## src/rtl/rcl_pkg.sv

```systemverilog
// Package: shared types for the rotate-through-carry unit.
// Assumes four operand sizes, each twice the width of the one before, starting at 8 bits.
package rcl_pkg;
    typedef enum logic [1:0] {
        SZ_B = 2'd0,
        SZ_H = 2'd1,
        SZ_W = 2'd2,
        SZ_D = 2'd3
    } rcl_size_e;

    localparam int NUM_SIZES = 4;
    localparam int BASE_W    = 8;
endpackage

```

## src/rtl/rcl_count_prep.sv

```systemverilog
// Count preparation: masks the raw count to the width-dependent field, then
// reduces it modulo the ring length (operand width + 1).
// Assumes EFF_W is wide enough to hold 64.
module rcl_count_prep
    import rcl_pkg::*;
#(
    parameter int CNT_W = 8,
    parameter int EFF_W = 7
) (
    input  logic [CNT_W-1:0] count_i,
    input  rcl_size_e        size_i,
    output logic [EFF_W-1:0] eff_o,
    output logic             unit_o
);
    logic [5:0] masked;

    // Mask the count and reduce it modulo the ring length for the selected size.
    always_comb begin
        masked = (size_i == SZ_D) ? count_i[5:0] : {1'b0, count_i[4:0]};
        unit_o = (masked == 6'd1);
        case (size_i)
            SZ_B:    eff_o = EFF_W'(masked % 6'd9);
            SZ_H:    eff_o = EFF_W'(masked % 6'd17);
            default: eff_o = EFF_W'(masked);
        endcase
    end
endmodule

```

## src/rtl/rcl_ring_rotate.sv

```systemverilog
// Ring rotator: builds one (W+1)-bit ring {carry, operand} for each operand
// size, rotates it left by the effective count, and selects the lane that
// matches the size. Assumes DATA_W equals the widest lane (64) and eff_i <= W.
module rcl_ring_rotate
    import rcl_pkg::*;
#(
    parameter int DATA_W = 64,
    parameter int EFF_W  = 7
) (
    input  logic [DATA_W-1:0] data_i,
    input  logic              carry_i,
    input  rcl_size_e         size_i,
    input  logic [EFF_W-1:0]  eff_i,
    output logic [DATA_W-1:0] res_o,
    output logic              carry_o,
    output logic              msb_o
);
    for (genvar g = 0; g < NUM_SIZES; g++) begin : g_lane
        localparam int W = BASE_W << g;
        logic [W:0]        ring;
        logic [2*W+1:0]    shifted;
        logic [DATA_W-1:0] lane_res;
        logic              lane_c;
        logic              lane_msb;

        // Rotate a doubled copy of the ring; the top W+1 bits are the rotated ring.
        always_comb begin
            ring              = {carry_i, data_i[W-1:0]};
            shifted           = {ring, ring} << eff_i;
            lane_res          = '0;
            lane_res[W-1:0]   = shifted[2*W:W+1];
            lane_c            = shifted[2*W+1];
            lane_msb          = shifted[2*W];
        end
    end

    // Pick the lane for the requested operand size.
    always_comb begin
        case (size_i)
            SZ_B: begin
                res_o = g_lane[0].lane_res; carry_o = g_lane[0].lane_c; msb_o = g_lane[0].lane_msb;
            end
            SZ_H: begin
                res_o = g_lane[1].lane_res; carry_o = g_lane[1].lane_c; msb_o = g_lane[1].lane_msb;
            end
            SZ_W: begin
                res_o = g_lane[2].lane_res; carry_o = g_lane[2].lane_c; msb_o = g_lane[2].lane_msb;
            end
            default: begin
                res_o = g_lane[3].lane_res; carry_o = g_lane[3].lane_c; msb_o = g_lane[3].lane_msb;
            end
        endcase
    end
endmodule

```

## src/rtl/rcl_unit.sv

```systemverilog
// Rotate-through-carry-left execution unit (top).
// Prepares the count, rotates the carry ring, derives the overflow flag for
// single-step rotates, and registers everything with one cycle of latency.
// Assumes a synchronous active-low reset and DATA_W = 64.
module rcl_unit
    import rcl_pkg::*;
#(
    parameter int DATA_W = 64,
    parameter int CNT_W  = 8
) (
    input  logic              clk,
    input  logic              rst_n,
    input  logic              in_valid,
    input  logic [DATA_W-1:0] in_data,
    input  logic [1:0]        in_size,
    input  logic [CNT_W-1:0]  in_count,
    input  logic              in_carry,
    output logic              out_valid,
    output logic [DATA_W-1:0] out_data,
    output logic              out_carry,
    output logic              out_ovf,
    output logic              out_ovf_valid
);
    localparam int EFF_W = $clog2(DATA_W + 1) + 1;

    rcl_size_e         size_e;
    logic [EFF_W-1:0]  eff_cnt;
    logic              unit_cnt;
    logic [DATA_W-1:0] rot_res;
    logic              rot_carry;
    logic              rot_msb;

    assign size_e = rcl_size_e'(in_size);

    rcl_count_prep #(.CNT_W(CNT_W), .EFF_W(EFF_W)) i_prep (
        .count_i (in_count),
        .size_i  (size_e),
        .eff_o   (eff_cnt),
        .unit_o  (unit_cnt)
    );

    rcl_ring_rotate #(.DATA_W(DATA_W), .EFF_W(EFF_W)) i_rot (
        .data_i  (in_data),
        .carry_i (in_carry),
        .size_i  (size_e),
        .eff_i   (eff_cnt),
        .res_o   (rot_res),
        .carry_o (rot_carry),
        .msb_o   (rot_msb)
    );

    // Register the result and flags; overflow is updated only for a single-step rotate.
    always_ff @(posedge clk) begin
        if (!rst_n) begin
            out_valid     <= 1'b0;
            out_data      <= '0;
            out_carry     <= 1'b0;
            out_ovf       <= 1'b0;
            out_ovf_valid <= 1'b0;
        end else begin
            out_valid     <= in_valid;
            out_ovf_valid <= in_valid & unit_cnt;
            if (in_valid) begin
                out_data  <= rot_res;
                out_carry <= rot_carry;
                if (unit_cnt) begin
                    out_ovf <= rot_carry ^ rot_msb;
                end
            end
        end
    end

    // a request yields a valid result one cycle later
    p_latency_r9: assert property (@(posedge clk) disable iff (!rst_n)
        in_valid |=> out_valid);

    // without a request the result holds and is not flagged valid
    p_idle_hold_r9: assert property (@(posedge clk) disable iff (!rst_n)
        !in_valid |=> (!out_valid && $stable(out_data) && $stable(out_carry)));

    // overflow flag holds unless a single-step rotate was requested
    p_ovf_hold_r8: assert property (@(posedge clk) disable iff (!rst_n)
        !(in_valid && unit_cnt) |=> ($stable(out_ovf) && !out_ovf_valid));

    // a zero masked 64-bit count returns operand and carry unchanged
    p_zero_count_r6: assert property (@(posedge clk) disable iff (!rst_n)
        (in_valid && in_size == 2'd3 && in_count[5:0] == 6'd0) |=>
        (out_data == $past(in_data) && out_carry == $past(in_carry)));

    // a one-step 64-bit rotate moves the top bit to carry and carry to bit 0
    p_one_step_r1: assert property (@(posedge clk) disable iff (!rst_n)
        (in_valid && in_size == 2'd3 && in_count[5:0] == 6'd1) |=>
        (out_carry == $past(in_data[DATA_W-1]) && out_data[0] == $past(in_carry)));

    // a one-step rotate reports overflow as new carry XOR result msb
    p_of_rule_r7: assert property (@(posedge clk) disable iff (!rst_n)
        (in_valid && in_size == 2'd3 && in_count[5:0] == 6'd1) |=>
        (out_ovf_valid && out_ovf == (out_carry ^ out_data[DATA_W-1])));

    // byte results carry no bits above position 7
    p_upper_zero_r10: assert property (@(posedge clk) disable iff (!rst_n)
        (in_valid && in_size == 2'd0) |=> (out_data[DATA_W-1:8] == '0));
endmodule

```

## config.mk

```make
export PLATFORM = sky130hd
export DESIGN_NAME = rcl_unit
export DESIGN_NICKNAME = d
export VERILOG_FILES = /design/src/rtl/rcl_pkg.sv /design/src/rtl/rcl_count_prep.sv /design/src/rtl/rcl_ring_rotate.sv /design/src/rtl/rcl_unit.sv
export SDC_FILE = /design/constraint.sdc
export NUM_CORES = 1
export LEC_CHECK = 0
export BUFFER_PORTS_ARGS = -buffer_cell sky130_fd_sc_hd__buf_2
export CORE_ASPECT_RATIO = 1.1
export CORE_UTILIZATION = 25
export CTS_CLUSTER_SIZE = 14
export DETAILED_ROUTE_END_ITERATION = 8
export PLACE_DENSITY_LB_ADDON = 0.12
export SYNTH_ARGS = -nofsm -noshare
export SYNTH_HDL_FRONTEND = slang
export SYNTH_SLANG_ARGS = --single-unit
```

## constraint.sdc

```tcl
create_clock -name clk -period 10.2 [get_ports clk]
set_clock_uncertainty 0.2 [all_clocks]
set_input_delay 1.02 -clock clk [delete_from_list [all_inputs] [get_ports clk]]
set_output_delay 1.02 -clock clk [all_outputs]
set_load 0.005 [all_outputs]
```

==> run_results.csv <==
group,metric,value,unit
worst_setup_path,critPathSlowestCell,"mux4_2",
clocking,cts-root-buf,"clkbuf_16",
clocking,cts_tree,"yes",
power,p_per_area,441,nW/um^2
drt,viasPerCell,5.95,
power,combinationalPowerShare,0.904,
drt,remaining_drc_errors,0,
worst_setup_path,cpMostUsedCell,"nor2_1",
power,clockPowerShare,0.045,
floorplanning,num_io_pins,146,
place,dpl-instance-area,15000,sq um
timing,slew_headroom,0.151,
power,switching_share,0.606,
place,io_buffers,143,
power,leakagePower,6.37,nW
drt,drtPass1Iterations,6,
worst_setup_path,endpoint_kind,"flip-flop",
grt,grtUsageTotal,0.267,
worst_setup_path,cpPeakStageDelay,0.59,ns
floorplanning,core,49300,sq um
timing,finalSetupViolations,0,
clocking,clockBufferDepth,2,
final_layout,syn_to_final_growth,22.0,%
synthesis,yosysTopAreaCellShare,0.139,
clocking,cts_hold_buffers,0,
synthesis,syn_inst,1737,
drt,postRouteAntennaNets,0,
grt,antenna_found_initial,2,
timing,final.setup.worst_slack,0.458,ns
run_status,status,"complete, no violations",
synthesis,synth_top_area_cell,"mux2i_1",
timing,tns,0,ns
run,maxCapViolCount,0,
synthesis,ys_async_sr_fraction,0,
final_layout,stdcell_area,15400,sq um
drt,num_vias,15200,
final_layout,antennaDiodeCount,0,
timing,slew_viol_final,0,
synthesis,synth_edf_count,0,
place,place_ws,-0.305,ns
synthesis,yosysSeqAreaShare,0.108,
grt,grt_pass1_vias,14500,
drt,totalWireLength,71.0,mm
drt,drtIter0Drc,1272,
synthesis,syn_area,12600,sq um
synthesis,ys_ff_latch,68,
timing,timing.final.crit_share,0.955,
final_layout,layout_commonest_cell,"nand2_1",
power,p_int,0.00267,W
place,dpl.hpwl,56.7,mm
hold_path,hp-class,"flip-flop to flip-flop",
worst_setup_path,cp_max_fo,17,
place,gp_congestion,0.961,
clocking,htree_num_levels,3,
worst_setup_path,crit_type,"input port to flip-flop",
clocking,clk_latency,0.34,ns
power,vdd_drop_max,0.144,mV
floorplanning,placementRows,85,
timing,worst_pin_slew,1.27,ns
hold_path,whs_path_depth,2,
clocking,clkTransAtPathRegs,0.06,ns
floorplanning,dieArea,51200,sq um
synthesis,avgSynthCellArea,7.25,sq um
final_layout,drive_gt1_frac,0.256,
timing,fmax,103,MHz
timing,hold_viol_final,0,
floorplanning,die_w,216,microns
final_layout,final_cell_mix,"215 x nand2_1, 169 x mux2i_1, 152 x buf_4, 142 x buf_2, 132 x nor2_1",
timing,fin_crit,9.74,ns
worst_setup_path,worstSetupStartpointType,"input port",
worst_setup_path,crit_arrival,9.81,ns
synthesis,yosysWarnings,0,
grt,grt_pass1_wl,103,mm
clocking,clock_sinks,68,
worst_setup_path,r2r_cells,3,
final_layout,fin_nets,1994,
synthesis,synth_area_leaders,"mux2i_1 14%, dfxtp_1 11%, mux2_2 7.6%, nand2_1 6.4%, o21ai_0 5.1%",
clocking,numCtsBuffers,9,
synthesis,ys.flop_type,"dfxtp_1",
floorplanning,start_util,0.255,
power,switching_power,0.00410,W
power,pwr-share-seq,0.051,
drt,wire_per_inst,27.7,microns
grt,grt_max_degree,71,
floorplanning,die_h,237,microns
synthesis,synth_cell_type_count,95,
grt,overflow,0,
worst_setup_path,critPathRequiredTime,10.27,ns
-- cell families after synthesis --
kind of cell	count (synthesis)	synth area share
AO/OA/AOI/OAI	648	0.368
XOR/XNOR	13	0.0102
adder cells (fa/ha/maj)	12	0.0119
buffers and inverters	182	0.0617
flip-flops	68	0.108
multiplexers	280	0.250
other	1	0.000298
AND/OR/NAND/NOR	533	0.190
-- registers in the layout, summed over array words and instances (netlist names) --
| name | count |
|---|---|
| out_data | 64 |
| out_carry | 1 |
| out_ovf | 1 |
| out_valid | 1 |
| out_ovf_valid | 1 |
-- what timing repair did --
item,4_1_cts,5_1_grt
buffers inserted,0,3
gates resized for setup,0,19
setup endpoints to repair,0,33
-- path summary, 6_finish.rpt --
path / startpoint / endpoint / slack [ns]
worst max-delay path: in_size[1] / out_ovf$_SDFFE_PN0P_ / 0.46
worst min-delay path: out_data[35]$_SDFFE_PN0P_ / out_data[35]$_SDFFE_PN0P_ / 0.25
worst max register to register: out_data[25]$_SDFFE_PN0P_ / out_data[25]$_SDFFE_PN0P_ / 9.10
worst min register to register: out_data[35]$_SDFFE_PN0P_ / out_data[35]$_SDFFE_PN0P_ / 0.25
-- cell type report --
| class | instances | area, sq um |
|---|---|---|
| multi-input combinational | 1489 | 10600 |
| tap | 652 | 816 |
| fill | 5497 | 34000 |
| inverter | 27 | 101 |
| timing repair buffer | 309 | 2140 |
| clock buffer | 15 | 278 |
| sequential | 68 | 1360 |
| clock inverter | 1 | 5.00 |
-- worst max-delay path: cells and delay by family --
| kind | cells | cell delay [ns] |
|---|---|---|
| xor gates and xnor gates | 1 | 0.26 |
| AOI/OAI and AO/OA | 10 | 1.83 |
| adders and majority gates | 4 | 1.18 |
| muxes | 6 | 2.08 |
| buffers and inverters | 4 | 0.52 |
| and+or+nand+nor | 15 | 2.89 |
-- stage by stage --
step | hold WS (ns) | utilization | std cells | total power, W
2_1_floorplan | 0.249 | - | 1738 | 0.00362
3_3_place_gp | 0.238 | 0.303 | 2541 | 0.00628
3_5_place_dp | 0.237 | 0.303 | 2541 | 0.00623
4_1_cts | 0.252 | 0.309 | 2557 | 0.00656
5_1_grt | 0.274 | 0.311 | 2561 | 0.00704
6_report | 0.250 | 0.311 | 2561 | 0.00677
-- synth_stat cells, types with 17 or more instances --
cell type and instances:
nand2_1 215, mux2i_1 175, nor2_1 136, o21ai_0 128, a21oi_1 111, mux2_2 85
clkbuf_1 83, dfxtp_1 68, o211ai_1 50, nand3_1 47, buf_2 45, nor3_1 38
a221o_1 37, o31ai_1 34, a211oi_1 27, inv_1 25, a31oi_1 21, and2_1 20
buf_1 19, a221oi_1 18, a22oi_1 18, mux4_2 17, o22ai_1 17
-- per-layer routing --
metal / part of all wire / wire length [microns] / track usage / vias to the layer above
met1: 0.47 / 33200 / 0.380 / 7516
met3: 0.055 / 3890 / 0.0260 / 92
met2: 0.45 / 31700 / 0.422 / 584
li1: - / - / - / 7047
met5: 0.00018 / 13 / 0 / -
met4: 0.031 / 2180 / 0.0834 / 2
-- power by group through the flow --
stage               combinational, W  sequential [W]  clock, W
floorplan                    0.00327        0.000352         0
global placement             0.00592        0.000353         0
detailed placement           0.00588        0.000353         0
CTS                          0.00590        0.000348  0.000310
global route                 0.00636        0.000353  0.000322
finish                       0.00612        0.000347  0.000304
(Power assumes the default switching activity.)
